`src/rtl/mmc_rx_pkg.sv`:
```
package mmc_rx_pkg;

    localparam int NUM_LANES = 8;
    localparam int CRC_BITS  = 16;
    localparam logic [CRC_BITS-1:0] CRC_POLY = 16'h1021;

    typedef enum logic [2:0] {
        ST_IDLE,
        ST_WAIT,
        ST_DATA,
        ST_CRC,
        ST_END
    } rx_state_e;

    typedef enum logic [1:0] {
        BW_1 = 2'd0,
        BW_4 = 2'd1,
        BW_8 = 2'd2
    } bus_width_e;

    function automatic logic [NUM_LANES-1:0] lane_mask(input logic [1:0] w);
        case (w)
            BW_1:    return 8'h01;
            BW_4:    return 8'h0F;
            default: return 8'hFF;
        endcase
    endfunction

    function automatic logic [1:0] width_log2(input logic [1:0] w);
        case (w)
            BW_1:    return 2'd0;
            BW_4:    return 2'd2;
            default: return 2'd3;
        endcase
    endfunction

    function automatic logic [2:0] cycles_per_byte_m1(input logic [1:0] w);
        case (w)
            BW_1:    return 3'd7;
            BW_4:    return 3'd1;
            default: return 3'd0;
        endcase
    endfunction

    function automatic logic [CRC_BITS-1:0] crc16_step(input logic [CRC_BITS-1:0] c,
                                                       input logic b);
        logic fb;
        fb = b ^ c[CRC_BITS-1];
        return {c[CRC_BITS-2:0], 1'b0} ^ (fb ? CRC_POLY : '0);
    endfunction

endpackage

```
`src/rtl/mmc_rx_crc_lane.sv`:
```
module mmc_rx_crc_lane
    import mmc_rx_pkg::*;
(
    input  logic clk,
    input  logic rst,
    input  logic clr,
    input  logic upd,
    input  logic shf,
    input  logic bit_in,
    output logic crc_msb
);

    logic [CRC_BITS-1:0] crc_q;

    always_ff @(posedge clk) begin
        if (rst || clr) begin
            crc_q <= '0;
        end else if (upd) begin
            crc_q <= crc16_step(crc_q, bit_in);
        end else if (shf) begin
            crc_q <= {crc_q[CRC_BITS-2:0], 1'b0};
        end
    end

    assign crc_msb = crc_q[CRC_BITS-1];

    // every block starts its line checksum from a zero seed
    p_seed_zero_r6: assert property (@(posedge clk) disable iff (rst)
        clr |=> (crc_q == '0));

endmodule

```
`src/rtl/mmc_rx_packer.sv`:
```
module mmc_rx_packer
    import mmc_rx_pkg::*;
(
    input  logic                 clk,
    input  logic                 rst,
    input  logic                 clr,
    input  logic                 en,
    input  logic [1:0]           width,
    input  logic [NUM_LANES-1:0] dat,
    output logic                 byte_ok,
    output logic [7:0]           byte_out
);

    logic [7:0] acc_q;
    logic [7:0] acc_nxt;
    logic [2:0] ph_q;
    logic [2:0] ph_last;

    assign ph_last = cycles_per_byte_m1(width);

    always_comb begin
        case (width)
            BW_1:    acc_nxt = {acc_q[6:0], dat[0]};
            BW_4:    acc_nxt = {acc_q[3:0], dat[3:0]};
            default: acc_nxt = dat[7:0];
        endcase
    end

    assign byte_ok  = en && (ph_q == ph_last);
    assign byte_out = acc_nxt;

    always_ff @(posedge clk) begin
        if (rst || clr) begin
            acc_q <= '0;
            ph_q  <= '0;
        end else if (en) begin
            acc_q <= acc_nxt;
            ph_q  <= byte_ok ? 3'd0 : ph_q + 3'd1;
        end
    end

    // the bit phase never passes the byte boundary of the chosen width
    p_phase_bound_r4: assert property (@(posedge clk) disable iff (rst)
        ph_q <= cycles_per_byte_m1(width));

endmodule

```
`src/rtl/mmc_rd_rx.sv`:
```
module mmc_rd_rx
    import mmc_rx_pkg::*;
#(
    parameter int LEN_W = 12,
    parameter int TO_W  = 16
) (
    input  logic             clk,
    input  logic             rst,
    input  logic [1:0]       cfg_width,
    input  logic             cfg_multi,
    input  logic [LEN_W-1:0] cfg_blk_len,
    input  logic [TO_W-1:0]  cfg_timeout,
    input  logic             rd_cmd_end,
    input  logic             stop_cmd_end,
    input  logic [7:0]       dat_in,
    input  logic             out_ready,
    output logic             out_valid,
    output logic [7:0]       out_data,
    output logic             blk_done,
    output logic             err_crc,
    output logic             err_end,
    output logic             err_timeout
);

    localparam int CNT_W = LEN_W + 3;
    localparam int CRC_CW = $clog2(CRC_BITS);

    rx_state_e              state_q;
    logic [TO_W-1:0]        wcnt_q;
    logic [CNT_W-1:0]       dcnt_q;
    logic [CRC_CW-1:0]      ccnt_q;
    logic                   crc_bad_q;
    logic                   stop_d1_q, stop_d2_q;

    logic [NUM_LANES-1:0]   mask;
    logic [CNT_W-1:0]       data_cycles;
    logic                   start_hit;
    logic                   stop_any;
    logic [NUM_LANES-1:0]   lane_msb;
    logic                   crc_mis;
    logic                   byte_ok;
    logic [7:0]             byte_val;

    assign mask        = lane_mask(cfg_width);
    assign data_cycles = {cfg_blk_len, 3'b000} >> width_log2(cfg_width);
    assign start_hit   = (state_q == ST_WAIT) && !dat_in[0] && !stop_any;
    assign stop_any    = stop_cmd_end || stop_d1_q || stop_d2_q;
    assign crc_mis     = |((dat_in ^ lane_msb) & mask);

    for (genvar i = 0; i < NUM_LANES; i++) begin : g_lane
        mmc_rx_crc_lane u_lane (
            .clk     (clk),
            .rst     (rst),
            .clr     (start_hit),
            .upd     ((state_q == ST_DATA) && mask[i]),
            .shf     (state_q == ST_CRC),
            .bit_in  (dat_in[i]),
            .crc_msb (lane_msb[i])
        );
    end

    mmc_rx_packer u_pack (
        .clk      (clk),
        .rst      (rst),
        .clr      (start_hit),
        .en       (state_q == ST_DATA),
        .width    (cfg_width),
        .dat      (dat_in),
        .byte_ok  (byte_ok),
        .byte_out (byte_val)
    );

    always_ff @(posedge clk) begin
        if (rst) begin
            state_q     <= ST_IDLE;
            wcnt_q      <= '0;
            dcnt_q      <= '0;
            ccnt_q      <= '0;
            crc_bad_q   <= 1'b0;
            stop_d1_q   <= 1'b0;
            stop_d2_q   <= 1'b0;
            out_valid   <= 1'b0;
            out_data    <= '0;
            blk_done    <= 1'b0;
            err_crc     <= 1'b0;
            err_end     <= 1'b0;
            err_timeout <= 1'b0;
        end else begin
            stop_d1_q   <= stop_cmd_end;
            stop_d2_q   <= stop_d1_q;
            blk_done    <= 1'b0;
            err_crc     <= 1'b0;
            err_end     <= 1'b0;
            err_timeout <= 1'b0;

            if (byte_ok) begin
                out_valid <= 1'b1;
                out_data  <= byte_val;
            end else if (out_ready) begin
                out_valid <= 1'b0;
            end

            case (state_q)
                ST_IDLE: begin
                    if (rd_cmd_end) begin
                        state_q <= ST_WAIT;
                        wcnt_q  <= '0;
                    end
                end
                ST_WAIT: begin
                    if (stop_any) begin
                        state_q <= ST_IDLE;
                    end else if (!dat_in[0]) begin
                        state_q   <= ST_DATA;
                        dcnt_q    <= '0;
                        crc_bad_q <= 1'b0;
                    end else if (wcnt_q == cfg_timeout - TO_W'(1)) begin
                        err_timeout <= 1'b1;
                        state_q     <= ST_IDLE;
                    end else begin
                        wcnt_q <= wcnt_q + TO_W'(1);
                    end
                end
                ST_DATA: begin
                    if (dcnt_q == data_cycles - CNT_W'(1)) begin
                        state_q <= ST_CRC;
                        ccnt_q  <= '0;
                    end else begin
                        dcnt_q <= dcnt_q + CNT_W'(1);
                    end
                end
                ST_CRC: begin
                    crc_bad_q <= crc_bad_q | crc_mis;
                    if (ccnt_q == CRC_CW'(CRC_BITS - 1)) begin
                        state_q <= ST_END;
                    end else begin
                        ccnt_q <= ccnt_q + CRC_CW'(1);
                    end
                end
                ST_END: begin
                    blk_done <= 1'b1;
                    err_crc  <= crc_bad_q;
                    err_end  <= |(~dat_in & mask);
                    state_q  <= cfg_multi ? ST_WAIT : ST_IDLE;
                    wcnt_q   <= '0;
                end
                default: state_q <= ST_IDLE;
            endcase

            if (stop_d2_q) begin
                state_q <= ST_IDLE;
            end
        end
    end

    // a read end strobe in idle leads to the armed state
    p_arm_r2: assert property (@(posedge clk) disable iff (rst)
        (state_q == ST_IDLE && rd_cmd_end && !stop_d2_q) |=> (state_q == ST_WAIT));

    // the wait counter stays inside the programmed window
    p_wait_window_r3: assert property (@(posedge clk) disable iff (rst)
        (state_q == ST_WAIT && cfg_timeout != '0) |-> (wcnt_q < cfg_timeout));

    // a CRC error flag only appears on a completed block
    p_crc_with_done_r6: assert property (@(posedge clk) disable iff (rst)
        err_crc |-> blk_done);

    // an end-bit error flag only appears on a completed block
    p_end_with_done_r7: assert property (@(posedge clk) disable iff (rst)
        err_end |-> blk_done);

    // the stop window closing always leaves the receiver idle
    p_stop_idle_r9: assert property (@(posedge clk) disable iff (rst)
        stop_d2_q |=> (state_q == ST_IDLE));

    // an untaken byte stays offered
    p_hold_valid_r10: assert property (@(posedge clk) disable iff (rst)
        (out_valid && !out_ready) |=> out_valid);

endmodule

```
`config.mk`:
```
export PLATFORM = sky130hd
export DESIGN_NAME = mmc_rd_rx
export DESIGN_NICKNAME = d
export VERILOG_FILES = /design/src/rtl/mmc_rx_pkg.sv /design/src/rtl/mmc_rx_crc_lane.sv /design/src/rtl/mmc_rx_packer.sv /design/src/rtl/mmc_rd_rx.sv
export SDC_FILE = /design/constraint.sdc
export NUM_CORES = 1
export LEC_CHECK = 0
export ABC_AREA = 1
export CAP_MARGIN = 5
export CORE_MARGIN = 5
export CORE_UTILIZATION = 45
export CTS_CLUSTER_DIAMETER = 60
export DETAILED_ROUTE_END_ITERATION = 12
export DONT_BUFFER_PORTS = 1
export PLACE_DENSITY = 0.66
export SYNTH_ARGS = -nofsm -noshare
export SYNTH_HDL_FRONTEND = slang
export SYNTH_SLANG_ARGS = --single-unit
```
`constraint.sdc`:
```
create_clock -name clk -period 2.05 [get_ports clk]
set_clock_uncertainty 0.05 [all_clocks]
set_input_delay 0.1025 -clock clk [delete_from_list [all_inputs] [get_ports clk]]
set_output_delay 0.1025 -clock clk [all_outputs]
set_load 0.01 [all_outputs]
```
==> results.sh <==
export IMPL_grt_start_max_net_pins=47
export IMPL_cts_num_sinks=192
export IMPL_dr_pass1_iters=7
export IMPL_clkPwrFrac_pct=35.7
export IMPL_max_freq_ghz=0.514
export IMPL_syn_area_um2=9840
export IMPL_cts_made_buffers=17
export IMPL_crit_slowest_cell="dfxtp_1"
export IMPL_timing_rr_end="g_lane[0].u_lane.crc_q[15]"
export IMPL_io_pins=57
export IMPL_overflow=0
export IMPL_syn_inst=1452
export IMPL_fin_nets=1557
export IMPL_antenna_found_initial=0
export IMPL_crit_chain="buf_4 > nor3_4 > inv_2 > buf_4 > nand2_2 > clkinvlp_4 > clkbuf_2 > nand2_1 > o21ai_0 > nand2_1 > inv_1"
export IMPL_criticalPathCategory="reg2reg"
export IMPL_hold_violations=0
export IMPL_critPathLaunchType="flop"
export IMPL_ys_seq_area_share_pct=39.1
export IMPL_vias=9262
export IMPL_min_path_cells=4
export IMPL_rr_worst_depth=11
export IMPL_grtUsageTotal_pct=19.1
export IMPL_leakage_nw=4.65
export IMPL_synth_lib_cells_used_distinct=43
export IMPL_ant_nets=0
export IMPL_rows=54
export IMPL_place_hpwl_um=16300
export IMPL_synthArstFlopShare_pct=0
export IMPL_cts_reportedPaths_clkPinSlew_ns=0.08
export IMPL_cp_end_kind="flop"
export IMPL_clock_path_buffers=2
export IMPL_switching_share_pct=33.3
export IMPL_grt_pass1_vias=8203
export IMPL_hold_path_class="in2reg"
export IMPL_syn_avg_cell_area_um2=6.78
export IMPL_powerDensity_nw_per_um2=823
export IMPL_die_area_um2=24900
export IMPL_areaGrowthSynthToFinish_pct=18.3
export IMPL_p_int_mw=6.39
export IMPL_yosys_area_top_type="dfxtp_1"
export IMPL_cts_tree="done"
export IMPL_viasPerCell=5.15
export IMPL_p_sw_mw=3.19
export IMPL_die_w_um=158
export IMPL_insertion_delay_ns=0.43
export IMPL_wl_per_cell_um=13.6
export IMPL_initial_utilization_pct=45.4
export IMPL_worstHoldEndpoint="crc_bad_q"
export IMPL_grt_first_pass_wirelength_um=39500
export IMPL_setup_viol=0
export IMPL_ir_worst_vdd_mv=0.514
export IMPL_min_period_ns=1.94
export IMPL_drt_iter0_drc=605
export IMPL_cts_root_buf="clkbuf_16"
export IMPL_status="finished, final reports clean"
export IMPL_maxSlewHeadroom_pct=47.8
export IMPL_worst_slew_pin_slew_ns=0.781
export IMPL_critPathArrivalTime_ns=2.23
export IMPL_power_frac_seq_pct=42.7
export IMPL_yosys_register_bits=192
export IMPL_fin_hold_ws_ns=0.00635
export IMPL_routed_wl_um=24400
export IMPL_core_um2=21700
export IMPL_slew_viol_final=0
export IMPL_synth_edf_count=0
export IMPL_synthTopCellsByArea="dfxtp_1, nand2_1, a21oi_1"
export IMPL_cts_htree_levels=4
export IMPL_diodes=0
export IMPL_ys_warn_count=0
export IMPL_yosys_most_used_dff="dfxtp_1"
export IMPL_io_buffers=0
export IMPL_critPathMaxFanout=19
export IMPL_combPwrFrac_pct=21.6
export IMPL_synth_top_cell_area_share_pct=39.1
export IMPL_drc=0
export IMPL_fin_crit_sh_pct=94.9
export IMPL_critPathMaxStageDelay_ns=0.34
export IMPL_rsz0062_at_grt="true"
export IMPL_die_y_um=158
export IMPL_holdCritStartpoint="cfg_width[1]"
export IMPL_r2r_start="state_q[2]"
export IMPL_regToRegSetupSlack_ns=0.11
export IMPL_gp_congestion=0.859
export IMPL_drive_gt1_share_pct=13.4
export IMPL_finalPower_mw=9.58
export IMPL_critPathRequiredTime_ns=2.33
export IMPL_synth_nets=1502
export IMPL_timing_max_cap_violations=0
-- cell families (layout without fill, tap and decap cells) --
family | count (synthesis) | count (layout) | share of synthesized area [%]
simple gates | 734 | 737 | 32.4
compound gates | 239 | 239 | 12.6
buf+inv | 211 | 276 | 8.81
flops | 192 | 192 | 39.1
fa+ha+maj | 6 | 6 | 0.763
xor+xnor | 70 | 70 | 6.37
-- how the worst max path moves through the flow --
| stage | startpoint | to | slack (ns) | cells after the start |
|---|---|---|---|---|
| detailed placement | cfg_timeout[0] | state_q[1] | -0.18 | 15 |
| finish | state_q[2] | g_lane[0].u_lane.crc_q[15] | 0.11 | 11 |
| global route | state_q[2] | g_lane[0].u_lane.crc_q[15] | -0.03 | 11 |
| CTS | wcnt_q[13] | state_q[1] | 0.03 | 12 |
| floorplan | cfg_width[1] | state_q[1] | -0.05 | 19 |
| global placement | cfg_timeout[0] | state_q[1] | -0.10 | 15 |
-- Yosys cell counts, drive strengths merged, types with 2 or more instances --
cell type and number:
a211oi 2, a21oi 157, a22oi 4, a31oi 8
buf 23, clkbuf 45, clkinv 4, dfxtp 192
ha 6, inv 139, nand2 436, nand3 90
nand3b 5, nand4 34, nor2 124, nor3 23
nor3b 4, nor4 6, o21ai 62, or2 11
xnor2 22, xor2 47
-- metal layers --
layer / vias to the layer above / global-route usage, % / wire [um]
met3: 33 / 3.88 / 1190
li1: 4780 / - / -
met1: 4231 / 26.4 / 11200
met2: 218 / 30.7 / 11600
met4: 0 / 4.88 / 433
met5: - / 0 / 0
-- layout make-up --
cell class                 instances  area (um2)
tap                              280         350
sequential                       192        3860
fill                            2079       10000
clock buffer                      17         425
multi-input combinational       1052        5360
clock inverter                    15         210
timing repair buffer             101         898
inverter                         143         546
-- critical path, delay by kind of cell (launching register included) --
kind	cells	cell delay [ns]
and+or+nand+nor	4	0.48
buffers and inverters	6	0.91
AOI/OAI and AO/OA	1	0.08
DFF	1	0.34
-- power by group through the flow --
stage	sequential [mW]	combinational [mW]	clock [mW]
after floorplan	4.14	1.36	0
after global placement	4.17	1.83	0
after detailed placement	4.17	1.85	0
after CTS	4.09	1.94	3.49
after global routing	4.12	2.30	3.66
final	4.09	2.07	3.42
-- timing repair --
item / CTS / global route
pin swaps: 1 / 12
hold buffers: 23 / 0
gates resized for setup: 5 / 35
hold endpoints to repair: 64 / 0
endpoints found under the setup margin: 69 / 91
gates cloned: 1 / 2
setup buffers: 0 / 9
-- per-stage QoR --
stage | cell area [um2] | setup TNS [ns] | util [%] | setup WS [ns] | cells
global placement | 10500 | -2.28 | 48.5 | -0.103 | 1733
floorplan | 9910 | -0.564 | - | -0.0485 | 1452
detailed placement | 10500 | -4.89 | 48.5 | -0.181 | 1733
finish | 11600 | 0 | 53.7 | 0.106 | 1800
CTS | 11400 | 0 | 52.7 | 0.0305 | 1789
global route | 11600 | -0.158 | 53.7 | -0.0328 | 1800
-- registers in the layout (all words and copies together), names as in the netlist, 3 cells and up --
signal               flops
dcnt_q                  15
u_pack.ph_q              3
wcnt_q                  16
g_lane.u_lane.crc_q    128
out_data                 8
u_pack.acc_q             7
ccnt_q                   4
state_q                  3
-- cells in the final DEF (no fill, tap or decap), drive strengths merged, types with 2 or more instances in the layout --
cell type / count
or2: 11
buf: 78
nor3b: 4
nand3: 91
xnor2: 22
clkinv: 14
ha: 6
nand3b: 5
a211oi: 2
nor3: 23
clkbuf: 18
a31oi: 8
inv: 142
o21ai: 62
nor4: 6
a21oi: 157
nand2: 437
clkinvlp: 2
dlygate4sd3: 22
nor2: 125
dfxtp: 192
xor2: 47
a22oi: 4
nand4: 34
Power figures use the tool's default switching activity.
